### src/rtl/bgf_pkg.sv
package bgf_pkg;
  localparam int GROUP_DOTS = 8;

  typedef enum logic [1:0] {
    FK_NAME = 2'd0,
    FK_ATTR = 2'd1,
    FK_PLO  = 2'd2,
    FK_PHI  = 2'd3
  } fetch_kind_e;

  typedef struct packed {
    logic        issue;
    logic        capture;
    fetch_kind_e kind;
    logic        reload;
  } dot_ctl_t;
endpackage

### src/rtl/bgf_dot_decode.sv
module bgf_dot_decode
  import bgf_pkg::*;
#(
  parameter int DOT_W       = 9,
  parameter int VIS_GROUPS  = 32,
  parameter int PREF_START  = 321,
  parameter int PREF_GROUPS = 2,
  parameter int DUMMY_COUNT = 2
) (
  input  logic [DOT_W-1:0] dot_i,
  input  logic             en_i,
  output dot_ctl_t         ctl_o
);
  localparam int VIS_END     = VIS_GROUPS * GROUP_DOTS;
  localparam int PREF_END    = PREF_START + PREF_GROUPS * GROUP_DOTS - 1;
  localparam int DUMMY_FIRST = PREF_END + 1;
  localparam int DUMMY_LAST  = PREF_END + 2 * DUMMY_COUNT;

  localparam logic [DOT_W-1:0] D_ONE        = DOT_W'(1);
  localparam logic [DOT_W-1:0] D_VIS_END    = DOT_W'(VIS_END);
  localparam logic [DOT_W-1:0] D_VRL_FIRST  = DOT_W'(1 + GROUP_DOTS);
  localparam logic [DOT_W-1:0] D_VRL_LAST   = DOT_W'(VIS_END + 1);
  localparam logic [DOT_W-1:0] D_PREF_START = DOT_W'(PREF_START);
  localparam logic [DOT_W-1:0] D_PREF_END   = DOT_W'(PREF_END);
  localparam logic [DOT_W-1:0] D_PRL_FIRST  = DOT_W'(PREF_START + GROUP_DOTS);
  localparam logic [DOT_W-1:0] D_PRL_LAST   = DOT_W'(PREF_END + 1);
  localparam logic [DOT_W-1:0] D_DUM_FIRST  = DOT_W'(DUMMY_FIRST);
  localparam logic [DOT_W-1:0] D_DUM_LAST   = DOT_W'(DUMMY_LAST);
  localparam logic [2:0]       PREF_PH0     = 3'(PREF_START);

  logic       in_vis, in_pref, win;
  logic [2:0] vis_ph, pref_ph, phase;
  logic       vis_reload, pref_reload, dummy_issue;

  always_comb begin
    in_vis      = (dot_i >= D_ONE) && (dot_i <= D_VIS_END);
    in_pref     = (dot_i >= D_PREF_START) && (dot_i <= D_PREF_END);
    vis_ph      = dot_i[2:0] - 3'd1;
    pref_ph     = dot_i[2:0] - PREF_PH0;
    phase       = in_vis ? vis_ph : pref_ph;
    win         = en_i && (in_vis || in_pref);
    vis_reload  = (dot_i >= D_VRL_FIRST) && (dot_i <= D_VRL_LAST) && (vis_ph == 3'd0);
    pref_reload = (dot_i >= D_PRL_FIRST) && (dot_i <= D_PRL_LAST) && (pref_ph == 3'd0);
  end

  generate
    if (DUMMY_COUNT > 0) begin : g_dummy
      assign dummy_issue = en_i && (dot_i >= D_DUM_FIRST) && (dot_i <= D_DUM_LAST)
                           && (dot_i[0] == D_DUM_FIRST[0]);
    end else begin : g_no_dummy
      assign dummy_issue = 1'b0;
    end
  endgenerate

  always_comb begin
    ctl_o.issue   = (win && !phase[0]) || dummy_issue;
    ctl_o.capture = win && phase[0];
    ctl_o.kind    = dummy_issue ? FK_NAME : fetch_kind_e'(phase[2:1]);
    ctl_o.reload  = en_i && (vis_reload || pref_reload);
  end
endmodule

### src/rtl/bgf_tile_ctr.sv
module bgf_tile_ctr #(
  parameter int COL_W     = 5,
  parameter int DOT_W     = 9,
  parameter int CLEAR_DOT = 320
) (
  input  logic             clk,
  input  logic             rst,
  input  logic [DOT_W-1:0] dot_i,
  input  logic             adv_i,
  output logic [COL_W-1:0] idx_o
);
  localparam logic [DOT_W-1:0] D_CLEAR = DOT_W'(CLEAR_DOT);

  logic clr;
  assign clr = (dot_i == D_CLEAR);

  always_ff @(posedge clk) begin
    if (rst || clr) idx_o <= '0;
    else if (adv_i) idx_o <= idx_o + COL_W'(1);
  end


  ctr_step_chk: assert property (@(posedge clk) disable iff (rst)
    (adv_i && !clr) |=> (idx_o == $past(idx_o) + COL_W'(1)));
endmodule

### src/rtl/bgf_addr_gen.sv
module bgf_addr_gen
  import bgf_pkg::*;
#(
  parameter int            ADDR_W = 14,
  parameter int            DATA_W = 8,
  parameter int            COL_W  = 5,
  parameter int            ROW_W  = 5,
  parameter int            FINE_W = 3,
  parameter logic [13:0]   NT_BASE  = 14'h2000,
  parameter logic [13:0]   AT_OFF   = 14'h03C0,
  parameter logic [13:0]   PAT_BASE = 14'h0000
) (
  input  fetch_kind_e       kind_i,
  input  logic [COL_W-1:0]  idx_i,
  input  logic [ROW_W-1:0]  row_i,
  input  logic [FINE_W-1:0] fine_i,
  input  logic [DATA_W-1:0] name_i,
  output logic [ADDR_W-1:0] addr_o
);
  localparam logic [ADDR_W-1:0] A_NT  = ADDR_W'(NT_BASE);
  localparam logic [ADDR_W-1:0] A_AT  = ADDR_W'(NT_BASE + AT_OFF);
  localparam logic [ADDR_W-1:0] A_PAT = ADDR_W'(PAT_BASE);

  always_comb begin
    unique case (kind_i)
      FK_NAME: addr_o = A_NT + ADDR_W'({row_i, idx_i});
      FK_ATTR: addr_o = A_AT + ADDR_W'({row_i[ROW_W-1:2], idx_i[COL_W-1:2]});
      FK_PLO:  addr_o = A_PAT + ADDR_W'({name_i, 1'b0, fine_i});
      default: addr_o = A_PAT + ADDR_W'({name_i, 1'b1, fine_i});
    endcase
  end
endmodule

### src/rtl/bgf_fetch_latch.sv
module bgf_fetch_latch
  import bgf_pkg::*;
#(
  parameter int DATA_W = 8
) (
  input  logic              clk,
  input  logic              rst,
  input  logic              cap_i,
  input  fetch_kind_e       kind_i,
  input  logic [1:0]        quad_i,
  input  logic [DATA_W-1:0] rdata_i,
  output logic [DATA_W-1:0] name_o,
  output logic [1:0]        attr_o,
  output logic [DATA_W-1:0] plo_o,
  output logic [DATA_W-1:0] phi_o
);
  logic [1:0] attr_sel;
  assign attr_sel = rdata_i[{quad_i, 1'b0} +: 2];

  always_ff @(posedge clk) begin
    if (rst) begin
      name_o <= '0;
      attr_o <= '0;
      plo_o  <= '0;
      phi_o  <= '0;
    end else if (cap_i) begin
      unique case (kind_i)
        FK_NAME: name_o <= rdata_i;
        FK_ATTR: attr_o <= attr_sel;
        FK_PLO:  plo_o  <= rdata_i;
        default: phi_o  <= rdata_i;
      endcase
    end
  end


  lo_src_chk: assert property (@(posedge clk) disable iff (rst)
    !$stable(plo_o) |-> $past(cap_i && kind_i == FK_PLO));


  hi_src_chk: assert property (@(posedge clk) disable iff (rst)
    !$stable(phi_o) |-> $past(cap_i && kind_i == FK_PHI));
endmodule

### src/rtl/bg_tile_fetch.sv
module bg_tile_fetch
  import bgf_pkg::*;
#(
  parameter int DOT_W       = 9,
  parameter int ADDR_W      = 14,
  parameter int DATA_W      = 8,
  parameter int ROW_W       = 5,
  parameter int FINE_W      = 3,
  parameter int VIS_GROUPS  = 32,
  parameter int PREF_START  = 321,
  parameter int PREF_GROUPS = 2,
  parameter int DUMMY_COUNT = 2
) (
  input  logic              clk,
  input  logic              rst,
  input  logic [DOT_W-1:0]  dot_i,
  input  logic              line_active_i,
  input  logic              render_en_i,
  input  logic [ROW_W-1:0]  row_i,
  input  logic [FINE_W-1:0] fine_i,
  input  logic [DATA_W-1:0] vram_rdata_i,
  output logic [ADDR_W-1:0] vram_addr_o,
  output logic              vram_rd_o,
  output logic              reload_o,
  output logic [1:0]        attr_o,
  output logic [DATA_W-1:0] pat_lo_o,
  output logic [DATA_W-1:0] pat_hi_o
);
  localparam int COL_W = $clog2(VIS_GROUPS);
  localparam int HOLE_FIRST = VIS_GROUPS * GROUP_DOTS + 1;
  localparam int HOLE_LAST  = PREF_START - 1;
  localparam logic [DOT_W-1:0] D_HOLE_FIRST = DOT_W'(HOLE_FIRST);
  localparam logic [DOT_W-1:0] D_HOLE_LAST  = DOT_W'(HOLE_LAST);

  logic              fetch_en;
  dot_ctl_t          ctl;
  logic [COL_W-1:0]  tile_idx;
  logic [DATA_W-1:0] name_q;

  assign fetch_en = render_en_i && line_active_i && !rst;

  bgf_dot_decode #(
    .DOT_W(DOT_W), .VIS_GROUPS(VIS_GROUPS), .PREF_START(PREF_START),
    .PREF_GROUPS(PREF_GROUPS), .DUMMY_COUNT(DUMMY_COUNT)
  ) u_decode (
    .dot_i(dot_i), .en_i(fetch_en), .ctl_o(ctl)
  );

  bgf_tile_ctr #(
    .COL_W(COL_W), .DOT_W(DOT_W), .CLEAR_DOT(PREF_START - 1)
  ) u_ctr (
    .clk(clk), .rst(rst), .dot_i(dot_i),
    .adv_i(ctl.capture && ctl.kind == FK_PHI), .idx_o(tile_idx)
  );

  bgf_addr_gen #(
    .ADDR_W(ADDR_W), .DATA_W(DATA_W), .COL_W(COL_W),
    .ROW_W(ROW_W), .FINE_W(FINE_W)
  ) u_addr (
    .kind_i(ctl.kind), .idx_i(tile_idx), .row_i(row_i), .fine_i(fine_i),
    .name_i(name_q), .addr_o(vram_addr_o)
  );

  bgf_fetch_latch #(.DATA_W(DATA_W)) u_latch (
    .clk(clk), .rst(rst), .cap_i(ctl.capture), .kind_i(ctl.kind),
    .quad_i({row_i[1], tile_idx[1]}), .rdata_i(vram_rdata_i),
    .name_o(name_q), .attr_o(attr_o), .plo_o(pat_lo_o), .phi_o(pat_hi_o)
  );

  assign vram_rd_o = ctl.issue;
  assign reload_o  = ctl.reload;


  strobe_gap_chk: assert property (@(posedge clk) disable iff (rst)
    vram_rd_o |=> !vram_rd_o);


  reload_gap_chk: assert property (@(posedge clk) disable iff (rst)
    reload_o |=> !reload_o);


  gap_quiet_chk: assert property (@(posedge clk) disable iff (rst)
    (dot_i >= D_HOLE_FIRST && dot_i <= D_HOLE_LAST) |-> !vram_rd_o);


  idle_quiet_chk: assert property (@(posedge clk) disable iff (rst)
    !(render_en_i && line_active_i) |-> (!vram_rd_o && !reload_o));


  idle_hold_chk: assert property (@(posedge clk) disable iff (rst)
    $past(!(render_en_i && line_active_i)) |-> ($stable(pat_lo_o) && $stable(pat_hi_o)
                                                && $stable(attr_o)));
endmodule

### config.mk
export PLATFORM = sky130hd
export DESIGN_NAME = bg_tile_fetch
export DESIGN_NICKNAME = d
export VERILOG_FILES = /design/src/rtl/bgf_pkg.sv /design/src/rtl/bgf_dot_decode.sv /design/src/rtl/bgf_tile_ctr.sv /design/src/rtl/bgf_addr_gen.sv /design/src/rtl/bgf_fetch_latch.sv /design/src/rtl/bg_tile_fetch.sv
export SDC_FILE = /design/constraint.sdc
export NUM_CORES = 1
export LEC_CHECK = 0
export ABC_CLOCK_PERIOD_IN_PS = 2000
export BUFFER_PORTS_ARGS = -buffer_cell sky130_fd_sc_hd__buf_2
export CORE_UTILIZATION = 44
export CTS_CLUSTER_DIAMETER = 50
export DETAILED_ROUTE_END_ITERATION = 16
export PLACE_DENSITY = 0.72
export SKIP_CTS_REPAIR_TIMING = 1
export SYNTH_ARGS = -nofsm -noshare
export SYNTH_HDL_FRONTEND = slang
export SYNTH_HIERARCHICAL = 1
export SYNTH_SLANG_ARGS = --single-unit
### constraint.sdc
create_clock -name clk -period 2 [get_ports clk]
set_input_delay 0.1 -clock clk [delete_from_list [all_inputs] [get_ports clk]]
set_output_delay 0.1 -clock clk [all_outputs]
set_load 0.01 [all_outputs]
==> metrics.md, run 1 <==
| Metric | Value |
|---|---|
| Syn_nets | `219` |
| Vias in the first global route | `1388` |
| F_max | `523.1 MHz` |
| Startpoint Class | `input pin` |
| Critical Path RT | `1.90 ns` |
| CTS Buffer Depth | `2` |
| Vias per cell | `roughly 5.0` |
| Number of synthesized flops with an enable pin | `0` |
| Final Cycle Share | `between 90% and 100%` |
| Synthesis-to-layout area growth | `33.06%` |
| Clock tree root driver cell | `clkbuf_8` |
| Clk slew on worst S/H paths | `0.06 ns` |
| Setup slack after layout | `0.08837 ns` |
| First-pass GRT wire length | `6292 um` |
| Worst-Skew Late Latency | `0.28 ns` |
| Critical path launch point | `dot_i[6]` |
| Routability cong. | `0.8225` |
| Post-Syn Area | `0.001688 mm^2` |
| DIE HEIGHT | `63.94 um` |
| Max cap viols | `0` |
| CTS tree | `done` |
| Largest net degree at the start of global routing | `32` |
| Worst path max stage delay | `0.45 ns` |
| Nets | `between 200 and 300` |
| Hold slack final | `0.1059 ns` |
| PortBufs | `~60` |
| Crit-path cells | `buf_2 > buf_4 > a21o_1 > a2111o_1 > a21oi_4 > nor2_4 > buf_6 > nand2b_1 > o21ai_1 > buf_2` |
| Ys Warns | `6` |
| Critical Setup Path Class | `in2out` |
| Gr usage total | `20.07%` |
| CP delay by family, top | `compound AO/OA/AOI/OAI gates` |
| CP endpoint kind | `output pin` |
| Worst Hold End | `u_latch/phi_o[2]` |
| Cells after Synth | `187` |
| Seq cells post-synth | `31` |
| Ratio of cells with drive above 1 in the final layout | `approximately 36%` |
| Outcome | `completed` |
| R2R cell count | `3` |
| Crit path arrival time | `1.81 ns` |
| Fin crit period | `between 1.5 and 2 ns` |
| Die ar. | `0.004088 mm^2` |
| H-tree depth | `2` |
| Post-synth top flop | `dfxtp_1` |
| Initial core utilization | `46.10%` |
| Synth area leader | `dfxtp_1` |
| Clock Skew | `approximately 0.0012 ns` |
| Min-delay src | `vram_rdata_i[2]` |
| GR Overflow Total | `0` |
| Fin. max-slew vios | `0` |
| Pwr Total | `1.322 mW` |
| Post-Route WL | `3999 um` |
| DR iter-0 viols | `94` |
| Async S/R FF share, synth | `0%` |
| Synth top area cells | `dfxtp_1, mux2i_1, nor2_1` |
| Worst vdd ir | `0.0005656 V` |
| Worst hold path type | `in2reg` |
| CP most frequent cell | `buf_2` |
| Core ar. | `0.003661 mm^2` |
| Drc violations | `0` |
| TritonRoute pass-1 iters | `4` |
| Number of buffers created by CTS | `5` |
| CTS Sinks | `31` |
| Initial antenna violation count | `0` |
| N_diodes | `0` |
| DIE WIDTH | `63.94 um` |
| Highest-count cells in the layout ignoring fill and taps | `buf_2, mux2i_1, nor2_1` |
| Via count | `1580` |
| Leak | `1.144 nW` |
| Slowest cell on crit path | `a2111o_1` |
| Placed wire-length estimate | `roughly 2900 um` |
| Pre-CTS setup slack | `-0.08894 ns` |
| Reg2reg start | `u_ctr/idx_o[1]` |
| Final setup violation count | `0` |
| Most common cell after layout, fill and taps aside | `buf_2` |
| Sequential area share after synthesis | `a little under two fifths` |
| Post-Syn Area per Cell | `9.026 um^2` |
| Ports | `63` |
| Cell area power density | `around 590 mW/mm^2` |
| Detail Route Antenna Nets | `0` |
| Final Hold Viols | `0` |
| Post-synth top area share | `36.77%` |
| DP Cell Count | `roughly 300` |
| Cell variety after synth | `just over 40` |
| CP max FO | `10` |
| Buffer and inverter count on the worst path | `4` |
| Slack of the worst reg-to-reg path | `0.63 ns` |
| Worst reg2reg path endpoint | `u_latch/attr_o[1]` |
| Hold Path Stages | `3` |
| Row count | `22` |
| Avg WL per Cell | `12.78 um` |
| Finished Layout Cells | `313` |
==> registers in the layout (all words and copies together) (netlist names) <==
name	flops
u_latch/name_o	8
u_latch/phi_o	8
u_latch/plo_o	8
u_ctr/idx_o	5
u_latch/attr_o	2
==> worst max path at each step <==
stage	cells after the start	slack (ns)	to
after CTS	11	-0.06	vram_addr_o[1]
final	10	0.09	vram_addr_o[3]
after detailed placement	11	-0.09	u_ctr/idx_o[4]
after global routing	10	-0.01	vram_addr_o[3]
after global placement	10	-0.04	u_latch/name_o[0]
after floorplan	9	0.08	u_latch/name_o[3]
==> where the power goes <==
group / leakage, nW / internal [mW] / switching (mW) / total, mW
clock network: 0.0422 / 0.244 / 0.224 / 0.468
registers: 0.250 / 0.620 / 0.00151 / 0.622
logic: 0.852 / 0.105 / 0.127 / 0.232
==> per-layer routing <==
| layer | routed length [um] | share of wire (%) | vias up | global-route usage [%] |
|---|---|---|---|---|
| met2 | 1926 | 48 | 48 | 33.51 |
| met3 | 231 | 5.8 | 5 | 5.536 |
| met1 | 1793 | 45 | 716 | 24.64 |
| li1 | - | - | 811 | - |
| met4 | 46 | 1.2 | 0 | 6.818 |
| met5 | 0 | 0 | - | 0 |
==> synth_stat cells, drive strengths merged (3+ instances only) <==
master,count
mux2i,34
nor2,34
dfxtp,31
o21ai,12
nand2,11
nor3,11
buf,7
inv,4
clkbuf,3
ha,3
nand4,3
nor4,3
xor2,3
==> worst reg2reg max path, cell delays in order (launching register included) <==
cell	delay, ns
dfxtp_1	0.46
mux4_1	0.61
mux2i_1	0.14
nor2_1	0.05
==> per-stage QoR <==
| step | instance area [um^2] | util, % | setup TNS, ns |
|---|---|---|---|
| floorplan | 1688 | - | 0 |
| global placement | 2132 | 58.24 | -0.3734 |
| detailed placement | 2132 | 58.24 | -0.8652 |
| CTS | 2213 | 60.46 | -0.2371 |
| global route | 2246 | 61.35 | -0.01286 |
| finish | 2246 | 61.35 | 0 |
==> logic make-up after synthesis <==
| logic type | after synthesis | synth area share (%) |
|---|---|---|
| other | 1 | 0.2222 |
| AO/OA/AOI/OAI | 20 | 7.413 |
| XOR/XNOR | 5 | 2.595 |
| buffers and inverters | 14 | 4.373 |
| AND/OR/NAND/NOR | 77 | 23.13 |
| flip-flops | 31 | 36.77 |
| adder cells (fa/ha/maj) | 3 | 2.224 |
| multiplexers | 36 | 23.28 |
==> layout make-up <==
class / instances / area [um^2]
repair buffers: 80 / 452.9
multi-input cells: 142 / 1016
clock inverters: 1 / 5.005
inverters: 4 / 15.01
fillers: 328 / 1415
well taps: 48 / 60.06
flip-flops and latches: 31 / 620.6
clock buffers: 7 / 76.32
No activity file was read; power rests on OpenSTA's default activity.
==> inputs of run 2 (changes only) <==
- CORE_ASPECT_RATIO: default -> 0.7
- PLACE_DENSITY: 0.72 -> 0.73
- SLEW_MARGIN: default -> 30
==> run 2 against run 1 <==
Compared with the run above: clock power increased by 3%; power increased by 1.7%; first-iteration DRC count decreased by 2.1%; flip-flop and latch count unchanged; sequential share of layout area decreased by 0.42 points; final area increased by 1.6%; die area about the same; routed wire length increased by 7.5%; sequential power about the same; worst setup slack got worse by 0.020 ns; largest cell class unchanged; highest routed layer unchanged.
==> metrics.md, run 2 (same netlist as run 1, synthesis figures left out) <==
| Metric | Value |
|---|---|
| Critical Path RT | `1.90 ns (about the same)` |
| CP most frequent cell | `buf_2` |
| Initial core utilization | `46.84% (+0.74 points)` |
| Critical Setup Path Class | `in2out` |
| Slowest cell on crit path | `a2111o_1` |
| CTS Buffer Depth | `2 (unchanged)` |
| Clock Power Share | `36.0% (+0.6 points)` |
| First-pass GRT wire length | `6506 um (+3.4%)` |
| DIE WIDTH | `76.03 um (+19%)` |
| Worst-Skew Late Latency | `0.29 ns (about the same)` |
| Gr usage total | `21.04% (+0.97 points)` |
| DIE HEIGHT | `53.82 um (-16%)` |
| Clock Skew | `0.003806 ns (+0.002650 ns)` |
| H-tree depth | `2 (unchanged)` |
| Fin. max-slew vios | `0 (unchanged)` |
| Most common cell after layout, fill and taps aside | `buf_2` |
| PortBufs | `61 (unchanged)` |
| Leak | `1.159 nW (+1.4%)` |
| Final Cycle Share | `96.58% (+1.0 points)` |
| Setup slack after layout | `0.06845 ns (-0.01992 ns)` |
| Vias in the first global route | `1313 (-5.4%)` |
| Biggest regs | `u_latch/name_o x8, u_latch/phi_o x8, u_latch/plo_o x8` |
| Nets | `298 (+0.68%)` |
| Core ar. | `0.003603 mm^2 (-1.6%)` |
| DR iter-0 viols | `92 (-2.1%)` |
| TritonRoute pass-1 iters | `5 (+1)` |
| Outcome | `completed` |
| CP endpoint kind | `output pin` |
| Placed wire-length estimate | `3085 um (+5.1%)` |
| Design Area, Final | `0.002281 mm^2 (+1.6%)` |
| Drc violations | `0 (unchanged)` |
| Buffer and inverter count on the worst path | `3 (-1)` |
| Area post-placement | `0.002160 mm^2 (+1.3%)` |
| Worst hold path type | `in2reg` |
| Largest net degree at the start of global routing | `32 (unchanged)` |
| Ratio of cells with drive above 1 in the final layout | `37.45% (+1.6 points)` |
| NetSw | `0.3738 mW (+6.0%)` |
| Number of buffers created by CTS | `5 (unchanged)` |
| Row count | `18 (-18%)` |
| Startpoint Class | `input pin` |
| Cell area power density | `589.1 mW/mm^2 (+0.11%)` |
| Die ar. | `0.004092 mm^2 (about the same)` |
| Detail Route Antenna Nets | `0 (unchanged)` |
| Routability cong. | `0.8741 (+6.3%)` |
| Synthesis-to-layout area growth | `35.14%` |
| Crit path arrival time | `1.83 ns (+0.02 ns)` |
| Worst path max stage delay | `0.46 ns (about the same)` |
| Final Hold Viols | `0 (unchanged)` |
| Share of the core filled with cells | `63.30% (+2.0 points)` |
| Final setup violation count | `0 (unchanged)` |
| Initial antenna violation count | `0 (unchanged)` |
| Logic pwr share | `17.8% (+0.2 points)` |
| Reg power frac | `46.3% (-0.7 points)` |
| Crit-path cells | `buf_2 > a21o_1 > a2111o_1 > a21oi_4 > nor2_4 > buf_4 > nand2b_1 > o21ai_0 > buf_2` |
| Avg WL per Cell | `13.56 um (+6.2%)` |
| Clock tree root driver cell | `clkbuf_8` |
| CTS Sinks | `31 (unchanged)` |
| Pre-CTS setup slack | `-0.2590 ns (-0.1701 ns)` |
| Via count | `1593 (+0.82%)` |
| N_diodes | `0 (unchanged)` |
| Fin crit period | `1.932 ns (+0.01992 ns)` |
| Max cap viols | `0 (unchanged)` |
| Highest-count cells in the layout ignoring fill and taps | `buf_2, mux2i_1, nor2_1` |
| F_max | `517.7 MHz (-1.0%)` |
| CP max FO | `8 (-2)` |
| CTS tree | `done` |
| Internal Pwr Total | `0.9700 mW (about the same)` |
| Clk slew on worst S/H paths | `0.07 ns (about the same)` |
| Hold slack final | `0.1022 ns (-0.003733 ns)` |
| CP delay by family, top | `compound AO/OA/AOI/OAI gates` |
| Vias per cell | `5.025 (-0.45%)` |
| GR Overflow Total | `0 (unchanged)` |
| Switching share of total power | `27.82% (+1.1 points)` |
| Post-Route WL | `4300 um (+7.5%)` |
| Ports | `63 (unchanged)` |
| Worst vdd ir | `0.0005448 V (-3.7%)` |
run 2: changes by cell type in the layout (fill, tap and decap cells not counted), sizes merged:
cell	previous run	this run
buf	80	82
clkbuf	7	6
clkinvlp	0	1
run 2: final cells by class:
class                           instances  area, um^2
Clock buffer                            6       72.57
Multi-Input combinational cell        142        1022
Fill cell                             316        1323
Tap cell                               50       62.56
Sequential cell                        31       620.6
Timing Repair Buffer                   82       475.5
Inverter                                4       15.01
Clock inverter                          2       12.51
run 2: worst paths after layout:
check                    start           endpoint  slack [ns]  cells after the start
max                   dot_i[5]     vram_addr_o[3]        0.07                      9
min            vram_rdata_i[0]   u_latch/plo_o[0]        0.10                      3
max reg2reg     u_ctr/idx_o[1]  u_latch/attr_o[0]        0.61                      3
min reg2reg  u_latch/name_o[7]  u_latch/name_o[7]        0.49                      2
run 2: layer usage:
metal	vias up	wire length, um	track usage [%]
met5	-	0	0
met4	0	49	6.731
li1	813	-	-
met3	6	260	7.119
met1	726	2209	30.25
met2	48	1780	29.24
run 2: metrics by stage:
| step | setup TNS [ns] | total power, mW | instances |
|---|---|---|---|
| global placement | -3.268 | 0.8612 | 308 |
| detailed placement | -4.989 | 0.8632 | 308 |
| global route | -0.0003375 | 1.404 | 317 |
| finish | 0 | 1.344 | 317 |
| floorplan | 0 | 0.7490 | 187 |
| CTS | -0.7710 | 1.349 | 316 |
run 2: power groups by stage:
stage	Sequential, mW	Combinational, mW	Clock [mW]
floorplan	0.636	0.113	0
global placement	0.636	0.226	0
detailed placement	0.636	0.228	0
CTS	0.622	0.229	0.498
global route	0.622	0.259	0.523
finish	0.622	0.239	0.483
run 2: worst reg2reg max path: cells and delay by family, from the launching register on:
kind	cells	cell delay, ns
simple gates	1	0.06
mux	2	0.73
flops	1	0.48
